`config.mk`:
```
export PLATFORM = sky130hd
export DESIGN_NAME = owire_bit_slave
export DESIGN_NICKNAME = d
export VERILOG_FILES = /design/src/rtl/owb_pkg.sv /design/src/rtl/owb_sync.sv /design/src/rtl/owb_timebase.sv /design/src/rtl/owb_bit_fsm.sv /design/src/rtl/owire_bit_slave.sv
export SDC_FILE = /design/constraint.sdc
export NUM_CORES = 1
export LEC_CHECK = 0
export BUFFER_PORTS_ARGS = -buffer_cell sky130_fd_sc_hd__buf_2
export CORE_MARGIN = 1
export CORE_UTILIZATION = 40
export CTS_BUF_LIST = sky130_fd_sc_hd__clkbuf_8
export CTS_CLUSTER_SIZE = 16
export DETAILED_ROUTE_END_ITERATION = 8
export SYNTH_ARGS = -nofsm -noshare
export SYNTH_HDL_FRONTEND = slang
export SYNTH_SLANG_ARGS = --single-unit
```
`constraint.sdc`:
```
create_clock -name clk -period 3.9 [get_ports clk]
set_input_delay 0.195 -clock clk [delete_from_list [all_inputs] [get_ports clk]]
set_output_delay 0.195 -clock clk [all_outputs]
set_load 0.005 [all_outputs]
```
`src/rtl/owb_pkg.sv`:
```
package owb_pkg;

   typedef enum logic [2:0] {
      ST_IDLE,
      ST_SLOT,
      ST_LOW,
      ST_PD_WAIT,
      ST_PD_DRV,
      ST_SETTLE
   } owb_state_e;

endpackage

```
`src/rtl/owb_sync.sv`:
```
module owb_sync #(
   parameter int STAGES = 2
) (
   input  logic clk,
   input  logic rst_n,
   input  logic line_i,
   output logic line_o,
   output logic fall_o
);

   logic [STAGES-1:0] chain_q;
   logic              last_q;

   generate
      if (STAGES < 2) begin : g_bad_stages
         $error("owb_sync: STAGES must be at least 2");
      end
   endgenerate

   always_ff @(posedge clk or negedge rst_n) begin
      if (!rst_n) begin
         chain_q <= '1;
         last_q  <= 1'b1;
      end else begin
         chain_q <= {chain_q[STAGES-2:0], line_i};
         last_q  <= chain_q[STAGES-1];
      end
   end

   assign line_o = chain_q[STAGES-1];
   assign fall_o = last_q & ~chain_q[STAGES-1];

endmodule

```
`src/rtl/owb_timebase.sv`:
```
module owb_timebase #(
   parameter int TICK_DIV = 100,
   parameter int US_W     = 10
) (
   input  logic            clk,
   input  logic            rst_n,
   input  logic            restart_i,
   output logic [US_W-1:0] us_o
);

   localparam int              DIV_W  = (TICK_DIV > 1) ? $clog2(TICK_DIV) : 1;
   localparam logic [US_W-1:0] US_MAX = '1;

   logic tick;

   generate
      if (TICK_DIV < 1) begin : g_bad_div
         $error("owb_timebase: TICK_DIV must be positive");
      end
      if (TICK_DIV == 1) begin : g_nodiv
         assign tick = 1'b1;
      end else begin : g_div
         localparam logic [DIV_W-1:0] DIV_LAST = DIV_W'(TICK_DIV - 1);
         logic [DIV_W-1:0] div_q;
         always_ff @(posedge clk or negedge rst_n) begin
            if (!rst_n)                             div_q <= '0;
            else if (restart_i || div_q == DIV_LAST) div_q <= '0;
            else                                     div_q <= div_q + 1'b1;
         end
         assign tick = (div_q == DIV_LAST) && !restart_i;
      end
   endgenerate

   always_ff @(posedge clk or negedge rst_n) begin
      if (!rst_n)                      us_o <= '0;
      else if (restart_i)              us_o <= '0;
      else if (tick && us_o != US_MAX) us_o <= us_o + 1'b1;
   end

   AST_US_SATURATES: assert property (@(posedge clk) disable iff (!rst_n)
      (us_o == US_MAX && !restart_i) |=> (us_o == US_MAX));

endmodule

```
`src/rtl/owb_bit_fsm.sv`:
```
module owb_bit_fsm
   import owb_pkg::*;
#(
   parameter int US_W         = 10,
   parameter int RST_REG_US   = 480,
   parameter int RST_FAST_US  = 48,
   parameter int SAMP_REG_US  = 30,
   parameter int SAMP_FAST_US = 3,
   parameter int PDW_REG_US   = 30,
   parameter int PDW_FAST_US  = 3,
   parameter int PDL_REG_US   = 120,
   parameter int PDL_FAST_US  = 12,
   parameter int SLOT_REG_US  = 120,
   parameter int SLOT_FAST_US = 16
) (
   input  logic            clk,
   input  logic            rst_n,
   input  logic            line_hi_i,
   input  logic            fall_i,
   input  logic [US_W-1:0] us_i,
   input  logic            fast_req_i,
   input  logic            rd_mode_i,
   input  logic            tx_bit_i,
   output logic            restart_o,
   output logic            drv_low_o,
   output logic            fast_o,
   output logic            rx_valid_o,
   output logic            rx_bit_o,
   output logic            tx_ack_o,
   output logic            reset_seen_o
);

   localparam logic [US_W-1:0] RST_R  = US_W'(RST_REG_US);
   localparam logic [US_W-1:0] RST_F  = US_W'(RST_FAST_US);
   localparam logic [US_W-1:0] SAMP_R = US_W'(SAMP_REG_US);
   localparam logic [US_W-1:0] SAMP_F = US_W'(SAMP_FAST_US);
   localparam logic [US_W-1:0] PDW_R  = US_W'(PDW_REG_US);
   localparam logic [US_W-1:0] PDW_F  = US_W'(PDW_FAST_US);
   localparam logic [US_W-1:0] PDL_R  = US_W'(PDL_REG_US);
   localparam logic [US_W-1:0] PDL_F  = US_W'(PDL_FAST_US);
   localparam logic [US_W-1:0] SLOT_R = US_W'(SLOT_REG_US);
   localparam logic [US_W-1:0] SLOT_F = US_W'(SLOT_FAST_US);

   owb_state_e      st_q;
   logic            fast_q;
   logic            is_read_q;
   logic            rd_zero_q;
   logic            pend0_q;
   logic [US_W-1:0] rst_thr, samp_t, pdw_t, pdl_t, slot_t;
   logic            is_rst;

   // speed-dependent time constants
   always_comb begin
      rst_thr = fast_q ? RST_F  : RST_R;
      samp_t  = fast_q ? SAMP_F : SAMP_R;
      pdw_t   = fast_q ? PDW_F  : PDW_R;
      pdl_t   = fast_q ? PDL_F  : PDL_R;
      slot_t  = fast_q ? SLOT_F : SLOT_R;
   end

   assign is_rst = (us_i >= rst_thr);

   assign restart_o = (st_q == ST_IDLE    && fall_i)
                   || (st_q == ST_LOW     && line_hi_i && is_rst)
                   || (st_q == ST_PD_WAIT && us_i == pdw_t);

   always_ff @(posedge clk or negedge rst_n) begin
      if (!rst_n) begin
         st_q         <= ST_IDLE;
         fast_q       <= 1'b0;
         is_read_q    <= 1'b0;
         rd_zero_q    <= 1'b0;
         pend0_q      <= 1'b0;
         rx_valid_o   <= 1'b0;
         rx_bit_o     <= 1'b0;
         tx_ack_o     <= 1'b0;
         reset_seen_o <= 1'b0;
      end else begin
         rx_valid_o   <= 1'b0;
         tx_ack_o     <= 1'b0;
         reset_seen_o <= 1'b0;
         case (st_q)
            ST_IDLE: begin
               if (fast_req_i) fast_q <= 1'b1;
               if (fall_i) begin
                  st_q      <= ST_SLOT;
                  is_read_q <= rd_mode_i;
                  rd_zero_q <= rd_mode_i & ~tx_bit_i;
                  tx_ack_o  <= rd_mode_i;
                  pend0_q   <= 1'b0;
               end
            end
            ST_SLOT: begin
               if (us_i == samp_t) begin
                  st_q      <= ST_LOW;
                  rd_zero_q <= 1'b0;
                  if (!is_read_q) begin
                     pend0_q <= ~line_hi_i;
                     if (line_hi_i) begin
                        rx_valid_o <= 1'b1;
                        rx_bit_o   <= 1'b1;
                     end
                  end
               end
            end
            ST_LOW: begin
               if (line_hi_i) begin
                  pend0_q <= 1'b0;
                  if (is_rst) begin
                     st_q <= ST_PD_WAIT;
                     if (us_i >= RST_R) fast_q <= 1'b0;
                  end else begin
                     st_q <= ST_IDLE;
                     if (pend0_q && us_i <= slot_t) begin
                        rx_valid_o <= 1'b1;
                        rx_bit_o   <= 1'b0;
                     end
                  end
               end
            end
            ST_PD_WAIT: begin
               if (us_i == pdw_t) begin
                  st_q         <= ST_PD_DRV;
                  reset_seen_o <= 1'b1;
               end
            end
            ST_PD_DRV: begin
               if (us_i == pdl_t) st_q <= ST_SETTLE;
            end
            ST_SETTLE: begin
               if (line_hi_i) st_q <= ST_IDLE;
            end
            default: st_q <= ST_IDLE;
         endcase
      end
   end

   assign drv_low_o = (st_q == ST_PD_DRV) || (st_q == ST_SLOT && rd_zero_q);
   assign fast_o    = fast_q;

   AST_PRESENCE_STROBE: assert property (@(posedge clk) disable iff (!rst_n)
      reset_seen_o |-> drv_low_o);
   AST_ONE_BIT_PER_SLOT: assert property (@(posedge clk) disable iff (!rst_n)
      rx_valid_o |=> !rx_valid_o);
   AST_FAST_BY_REQUEST: assert property (@(posedge clk) disable iff (!rst_n)
      $rose(fast_q) |-> $past(fast_req_i));
   AST_LONG_RESET_REGULAR: assert property (@(posedge clk) disable iff (!rst_n)
      $fell(fast_q) |-> ($past(us_i) >= RST_R));
   AST_READ_NO_RX: assert property (@(posedge clk) disable iff (!rst_n)
      tx_ack_o |-> !rx_valid_o);

endmodule

```
`src/rtl/owire_bit_slave.sv`:
```
module owire_bit_slave #(
   parameter int TICK_DIV     = 100,
   parameter int SYNC_STAGES  = 2,
   parameter int US_W         = 10,
   parameter int RST_REG_US   = 480,
   parameter int RST_FAST_US  = 48,
   parameter int SAMP_REG_US  = 30,
   parameter int SAMP_FAST_US = 3,
   parameter int PDW_REG_US   = 30,
   parameter int PDW_FAST_US  = 3,
   parameter int PDL_REG_US   = 120,
   parameter int PDL_FAST_US  = 12,
   parameter int SLOT_REG_US  = 120,
   parameter int SLOT_FAST_US = 16
) (
   input  logic clk,
   input  logic rst_n,
   input  logic line_i,
   input  logic fast_req_i,
   input  logic rd_mode_i,
   input  logic tx_bit_i,
   output logic drv_low_o,
   output logic fast_o,
   output logic rx_valid_o,
   output logic rx_bit_o,
   output logic tx_ack_o,
   output logic reset_seen_o
);

   generate
      if (RST_REG_US >= (1 << US_W) - 1) begin : g_bad_width
         $error("owire_bit_slave: US_W too narrow for the reset threshold");
      end
      if (RST_FAST_US >= RST_REG_US) begin : g_bad_rst
         $error("owire_bit_slave: fast reset threshold must be below regular");
      end
      if (SAMP_REG_US >= SLOT_REG_US || SAMP_FAST_US >= SLOT_FAST_US) begin : g_bad_samp
         $error("owire_bit_slave: sample point must fall inside the slot window");
      end
      if (SLOT_REG_US >= RST_REG_US || SLOT_FAST_US >= RST_FAST_US) begin : g_bad_slot
         $error("owire_bit_slave: slot window must end before the reset threshold");
      end
   endgenerate

   logic            line_hi;
   logic            fall;
   logic            restart;
   logic [US_W-1:0] us;

   owb_sync #(.STAGES(SYNC_STAGES)) u_sync (
      .clk    (clk),
      .rst_n  (rst_n),
      .line_i (line_i),
      .line_o (line_hi),
      .fall_o (fall)
   );

   owb_timebase #(.TICK_DIV(TICK_DIV), .US_W(US_W)) u_time (
      .clk       (clk),
      .rst_n     (rst_n),
      .restart_i (restart),
      .us_o      (us)
   );

   owb_bit_fsm #(
      .US_W        (US_W),
      .RST_REG_US  (RST_REG_US),
      .RST_FAST_US (RST_FAST_US),
      .SAMP_REG_US (SAMP_REG_US),
      .SAMP_FAST_US(SAMP_FAST_US),
      .PDW_REG_US  (PDW_REG_US),
      .PDW_FAST_US (PDW_FAST_US),
      .PDL_REG_US  (PDL_REG_US),
      .PDL_FAST_US (PDL_FAST_US),
      .SLOT_REG_US (SLOT_REG_US),
      .SLOT_FAST_US(SLOT_FAST_US)
   ) u_fsm (
      .clk          (clk),
      .rst_n        (rst_n),
      .line_hi_i    (line_hi),
      .fall_i       (fall),
      .us_i         (us),
      .fast_req_i   (fast_req_i),
      .rd_mode_i    (rd_mode_i),
      .tx_bit_i     (tx_bit_i),
      .restart_o    (restart),
      .drv_low_o    (drv_low_o),
      .fast_o       (fast_o),
      .rx_valid_o   (rx_valid_o),
      .rx_bit_o     (rx_bit_o),
      .tx_ack_o     (tx_ack_o),
      .reset_seen_o (reset_seen_o)
   );

endmodule

```
Yosys cells after proc, flatten, opt, wreduce, memory -nomap -nowiden
Cells that the tools add are included.

Bits in registers: 31. Latch bits: 0. RAM bits: 0. Bits in read-only memories: 0. Input port bits: 6. Word-level logic and storage cells: 115. Memories: 0.

$add $sub $neg: 2. Multiply operators: 0. Div/mod/pow operators: 0. Magnitude comparators: 3. Equal/unequal tests: 22. Shift-type cells: 0. Mux-type cells: 46. Bitwise operators: 4. Reductions and logical operators: 25.

Operators with widths (count): two-way mux 1 bit (26); two-way mux 7 bit (3); == test 10 bit (2); two-way mux 10 bit (2); two-way mux 3 bit (6); != test 2 bit, second input constant (9); one-hot mux 3 bit (6 select lines) (1); adder 10 x 1 -> 10 bit, second input constant (1); >= comparator 10 bit (1); >= comparator 10 x 9 -> 1 bit, second input constant (1); <= comparator 10 bit (1); != test 10 bit, second input constant (1); AND reduction 5 bit (2); two-way mux 9 bit (1); logical AND 1 bit (8); != test 2 x 1 -> 1 bit, second input constant (4); one-hot mux 1 bit (2 select lines) (4); nonzero test 2 bit (4); adder 7 x 1 -> 7 bit, second input constant (1); == test 7 bit, second input constant (1); AND reduction 7 bit (1); == test 3 x 2 -> 1 bit, second input constant (2); == test 3 bit, second input constant (2); AND reduction 6 bit (1); 12 further kinds (17).

Depth between registers and ports, before layout
Depth after elaboration: 10. Mapped depth: 9. Gate-level depth less buffers: 6.

Cells and area by module
Synthesis repeated with hierarchy kept, for this count alone.

Cells, all modules: 192. Area total of the unflattened synthesis: 1883.1 sq um.

Modules (own cells, without submodules): owb_bit_fsm (times used 1, cells an instance 99, area an instance 913.4 sq um, sequential area each 275.3 sq um); owb_timebase (times used 1, cells an instance 89, area an instance 877.1 sq um, sequential area each 425.4 sq um); owb_sync (times used 1, cells an instance 4, area an instance 92.6 sq um, sequential area each 78.8 sq um).

Worst setup path before layout
No wires, ideal clock.

Kind: register to register. Start: reg u_fsm.fast_q (netlist: u_fsm.fast_o). End: reg u_fsm.fast_q (netlist: u_fsm.fast_o). Arrival time: 2153 ps. Required time: 3770 ps. Setup slack: 1617 ps. Cell stages (with the launch flop): 7. Buffers on the path: 1. Cell sequence: dfrtp_1 > ha_1 > nand4bb_1 > a2111o_1 > a2111oi_4 > buf_4 > o21ai_0.

Cells in the longest elaborated chain, start to end: 4.

Ends and longest elaborated chain: start: declaration (line owb_bit_fsm.sv:45) `logic fast_q;`; start signal: assignment (line owb_bit_fsm.sv:70) `fast_q <= 1'b0;`; start signal: assignment (line owb_bit_fsm.sv:84) `if (fast_req_i) fast_q <= 1'b1;`; start signal: assignment (line owb_bit_fsm.sv:111) `if (us_i >= RST_R) fast_q <= 1'b0;`; two-way mux 9 bit (line owb_bit_fsm.sv:54) `rst_thr = fast_q ? RST_F : RST_R;`; >= comparator 10 bit (line owb_bit_fsm.sv:61) `assign is_rst = (us_i >= rst_thr);`; != test 2 x 1 -> 1 bit (no source line); AND reduction 5 bit (no source line).

Every way passes these cells. A chain may end at the register's enable or synchronous reset.

Worst setup path in the final report
Start: reg u_fsm.fast_q (netlist: u_fsm.fast_o). End: reg u_time.us_o[9].

Cells in the longest elaborated chain, start to end: 9. Elaborated cells between the ends (all ways): 13.

Ends and longest elaborated chain: two-way mux 9 bit (line owb_bit_fsm.sv:54); >= comparator 10 bit (line owb_bit_fsm.sv:61); logical AND 1 bit (line owb_bit_fsm.sv:64) `|| (st_q == ST_LOW && line_hi_i && is_rst)`; logical OR 1 bit (line owb_bit_fsm.sv:64); logical OR 1 bit (*) (line owb_bit_fsm.sv:65) `|| (st_q == ST_PD_WAIT && us_i == pdw_t);`; zero test 1 bit (line owb_timebase.sv:30) `assign tick = (div_q == DIV_LAST) && !restart_i;`; logical AND 1 bit (line owb_timebase.sv:30); logical AND 1 bit (line owb_timebase.sv:37) `else if (tick && us_o != US_MAX) us_o <= us_o + 1'b1;`; nonzero test 2 bit (no source line); end signal: assignment (line owb_timebase.sv:37); end: declaration (line owb_timebase.sv:8) `output logic [US_W-1:0] us_o`.

Every way passes the cells marked *; elsewhere a longest branch is shown, timed or not.

==> results.cfg <==
[synth]
synth_seq_cells = 31
yosysSeqAreaShare_pct = 40.3
async_reset_ff_share_pct = 100
synth.area.top_cells = dfrtp_1 36%, ha_1 5.8%, dfstp_2 4.1%
synth_edf_count = 0
synth_area_leader_cell = dfrtp_1
syn_inst = 206
yosysWarnings = 0
synthesis.area_um2 = 1940
synth_nets = 221
ys_types = 51
avgSynthCellArea_um2 = 9.40
synth_top_area_share_pct = 36.2
ys.flop_type = dfrtp_1

[worst_setup_path]
crit_end = u_time.us_o[9]
startpoint_type = register
r2r_slack_ns = 1.12
cp-end-kind = register
reg2reg_depth = 5
cp-startpoint = u_fsm.fast_o
cp_data_arrival_time_ns = 2.89
r2r-end = u_time.us_o[9]
critPathMaxFanout = 18
path_class = reg -> reg
cp.required_ns = 4.02
r2r_start = u_fsm.fast_o

[global_route]
antenna_found_initial = 0
overflow = 0
grt_pass1_wl_um = 7450
grt_usage_pct = 18.9
grt_max_degree = 32
first_global_vias = 1554

[min_path]
hp-class = in -> reg
hold_path.startpoint = fast_req_i

[cells_and_area]
area_growth_pct = 10.9
drive_gt1_share_pct = 12.0
diodes = 0
fin_nets = 231
fill_cells = 430
final_common_cell = dfrtp_1
final_cell_mix = 28 x dfrtp_1, 14 x inv_1, 11 x nand2_1, 11 x buf_2

[drt]
route.detailed.drc = 0
vias_per_cell = 5.91
vias = 1589
routedWlPerCell_um = 15.7
wl_um = 4220
dr.pass1.iters = 4
ant_nets = 0
drt-initial-drc-count = 71

[clocking]
cts-htree-levels = 2
clockBufferDepth = 2
cts.sinks = 31
clock-root-buffer = clkbuf_8
post_cts_buffers = 0
cts_tree = built
numCtsBuffers = 5
insertion_delay_ns = 0.29
clk_pin_slew_ns = 0.06

[timing]
slew_headroom_pct = 27.3
hold_viol = 0
tightest_slew_ns = 1.09
finalCritPeriodShare_pct = 71.2
fin_skew_ns = 0.00511
final.setup.tns_ns = 0
rsz0062_at_grt = no
finalWorstSetupSlack_ns = 1.12
drv_slew = 0
setup_viol_count_final = 0
max_freq_mhz = 360
fin_crit_ns = 2.78

[pwr]
irDropWorstVdd_uv = 244
power_mw = 0.901
power_density_nw_per_um2 = 420
leakage_nw = 0.910

[floorplanning]
rows = 24
dieHeight_um = 71.6
ios = 12
die_x_um = 71.6
die-area_um2 = 5120
core_um2 = 4500
initial_core_util_pct = 43.0

[place]
io_buffers = 11
place_ws_ns = 1.15
gp_congestion = 0.805
hpwl_um = 2890

[run]
maxCapViolations = 0

[status]
run_status = complete, no violations
==> through the flow <==
stage               hold WS (ns)  cells  utilization (%)  cell area (um2)
floorplan                 -0.101    206                -             1940
global placement           0.289    259             44.6             2010
detailed placement         0.285    259             44.6             2010
CTS                        0.140    269             47.6             2150
global route               0.160    269             47.6             2150
finish                     0.146    269             47.6             2150
==> cell usage after synthesis (3+ instances only) <==
library cell	number
dfrtp_1	28
inv_1	14
nand2_1	11
nand3_1	10
nor2_1	10
a211oi_1	9
ha_1	9
nor4_1	9
o21ai_0	9
a21oi_1	7
nor3_1	6
clkbuf_1	5
nor2b_1	5
or3_1	5
nand4_1	4
nor4b_1	4
o31ai_1	4
a21o_1	3
and3_1	3
and3b_1	3
dfstp_2	3
or4_1	3
xnor2_1	3
xor2_1	3
==> registers in the layout (all words and copies together) (netlist names) <==
| signal | count |
|---|---|
| u_fsm.reset_seen_o | 1 |
| u_sync.chain_q | 2 |
| u_fsm.rd_zero_q | 1 |
| u_fsm.is_read_q | 1 |
| u_fsm.tx_ack_o | 1 |
| u_fsm.rx_bit_o | 1 |
| u_sync.last_q | 1 |
| u_fsm.fast_o | 1 |
| u_fsm.rx_valid_o | 1 |
| u_time.g_div.div_q | 7 |
| u_time.us_o | 10 |
| u_fsm.st_q | 3 |
| u_fsm.pend0_q | 1 |
==> timing repair <==
action	CTS	global route
hold endpoints to repair	29	0
hold buffers	2	0
gates resized for setup	0	0
==> routing by layer <==
metal	track usage, %	vias to the layer above	wire length [um]
met4	7.41	0	69
li1	-	800	-
met1	26.5	758	2140
met3	4.50	6	142
met2	28.1	25	1870
met5	0	-	0
==> power breakdown <==
| part | total, mW | internal (mW) | switching, mW | leakage [nW] |
|---|---|---|---|---|
| sequential | 0.424 | 0.373 | 0.0510 | 0.398 |
| combinational | 0.146 | 0.0745 | 0.0718 | 0.451 |
| clock | 0.330 | 0.207 | 0.124 | 0.0612 |
| total | 0.901 | 0.654 | 0.247 | 0.910 |
==> layout make-up <==
cell class / instances / area [um2] / area share (%)
Multi-Input combinational cell: 151 / 1060 / 49.2
Clock buffer: 6 / 82.6 / 3.85
Inverter: 14 / 52.6 / 2.45
Timing Repair Buffer: 13 / 75.1 / 3.50
Sequential cell: 31 / 779 / 36.3
Tap cell: 52 / 65.1 / 3.03
Clock inverter: 2 / 35.0 / 1.63
==> kinds of logic (layout without fill, tap and decap cells) <==
group | Yosys count | count (layout) | share of synthesized area (%)
and+or+nand+nor | 87 | 87 | 26.9
AOI/OAI and AO/OA | 48 | 48 | 18.6
DFF | 31 | 31 | 40.3
buffers and inverters | 24 | 35 | 5.17
adders and majority gates | 9 | 9 | 5.82
xor gates and xnor gates | 6 | 6 | 2.72
muxes | 1 | 1 | 0.517
==> worst min-delay path by stage <==
| stage | depth (start not counted) | endpoint |
|---|---|---|
| after floorplan | 0 | u_fsm.fast_o |
| after global placement | 1 | u_time.g_div.div_q[5] |
| after detailed placement | 1 | u_time.g_div.div_q[4] |
| after CTS | 3 | u_fsm.fast_o |
| after global routing | 3 | u_fsm.fast_o |
| final | 3 | u_fsm.fast_o |
==> worst max-delay path, stage by stage (launching register included) <==
cell       delay, ns
dfrtp_1         0.52
ha_1            0.37
nand4bb_1       0.14
a2111o_1        0.48
a2111oi_4       0.95
nor4b_1         0.15
Power figures use the tool's default switching activity.
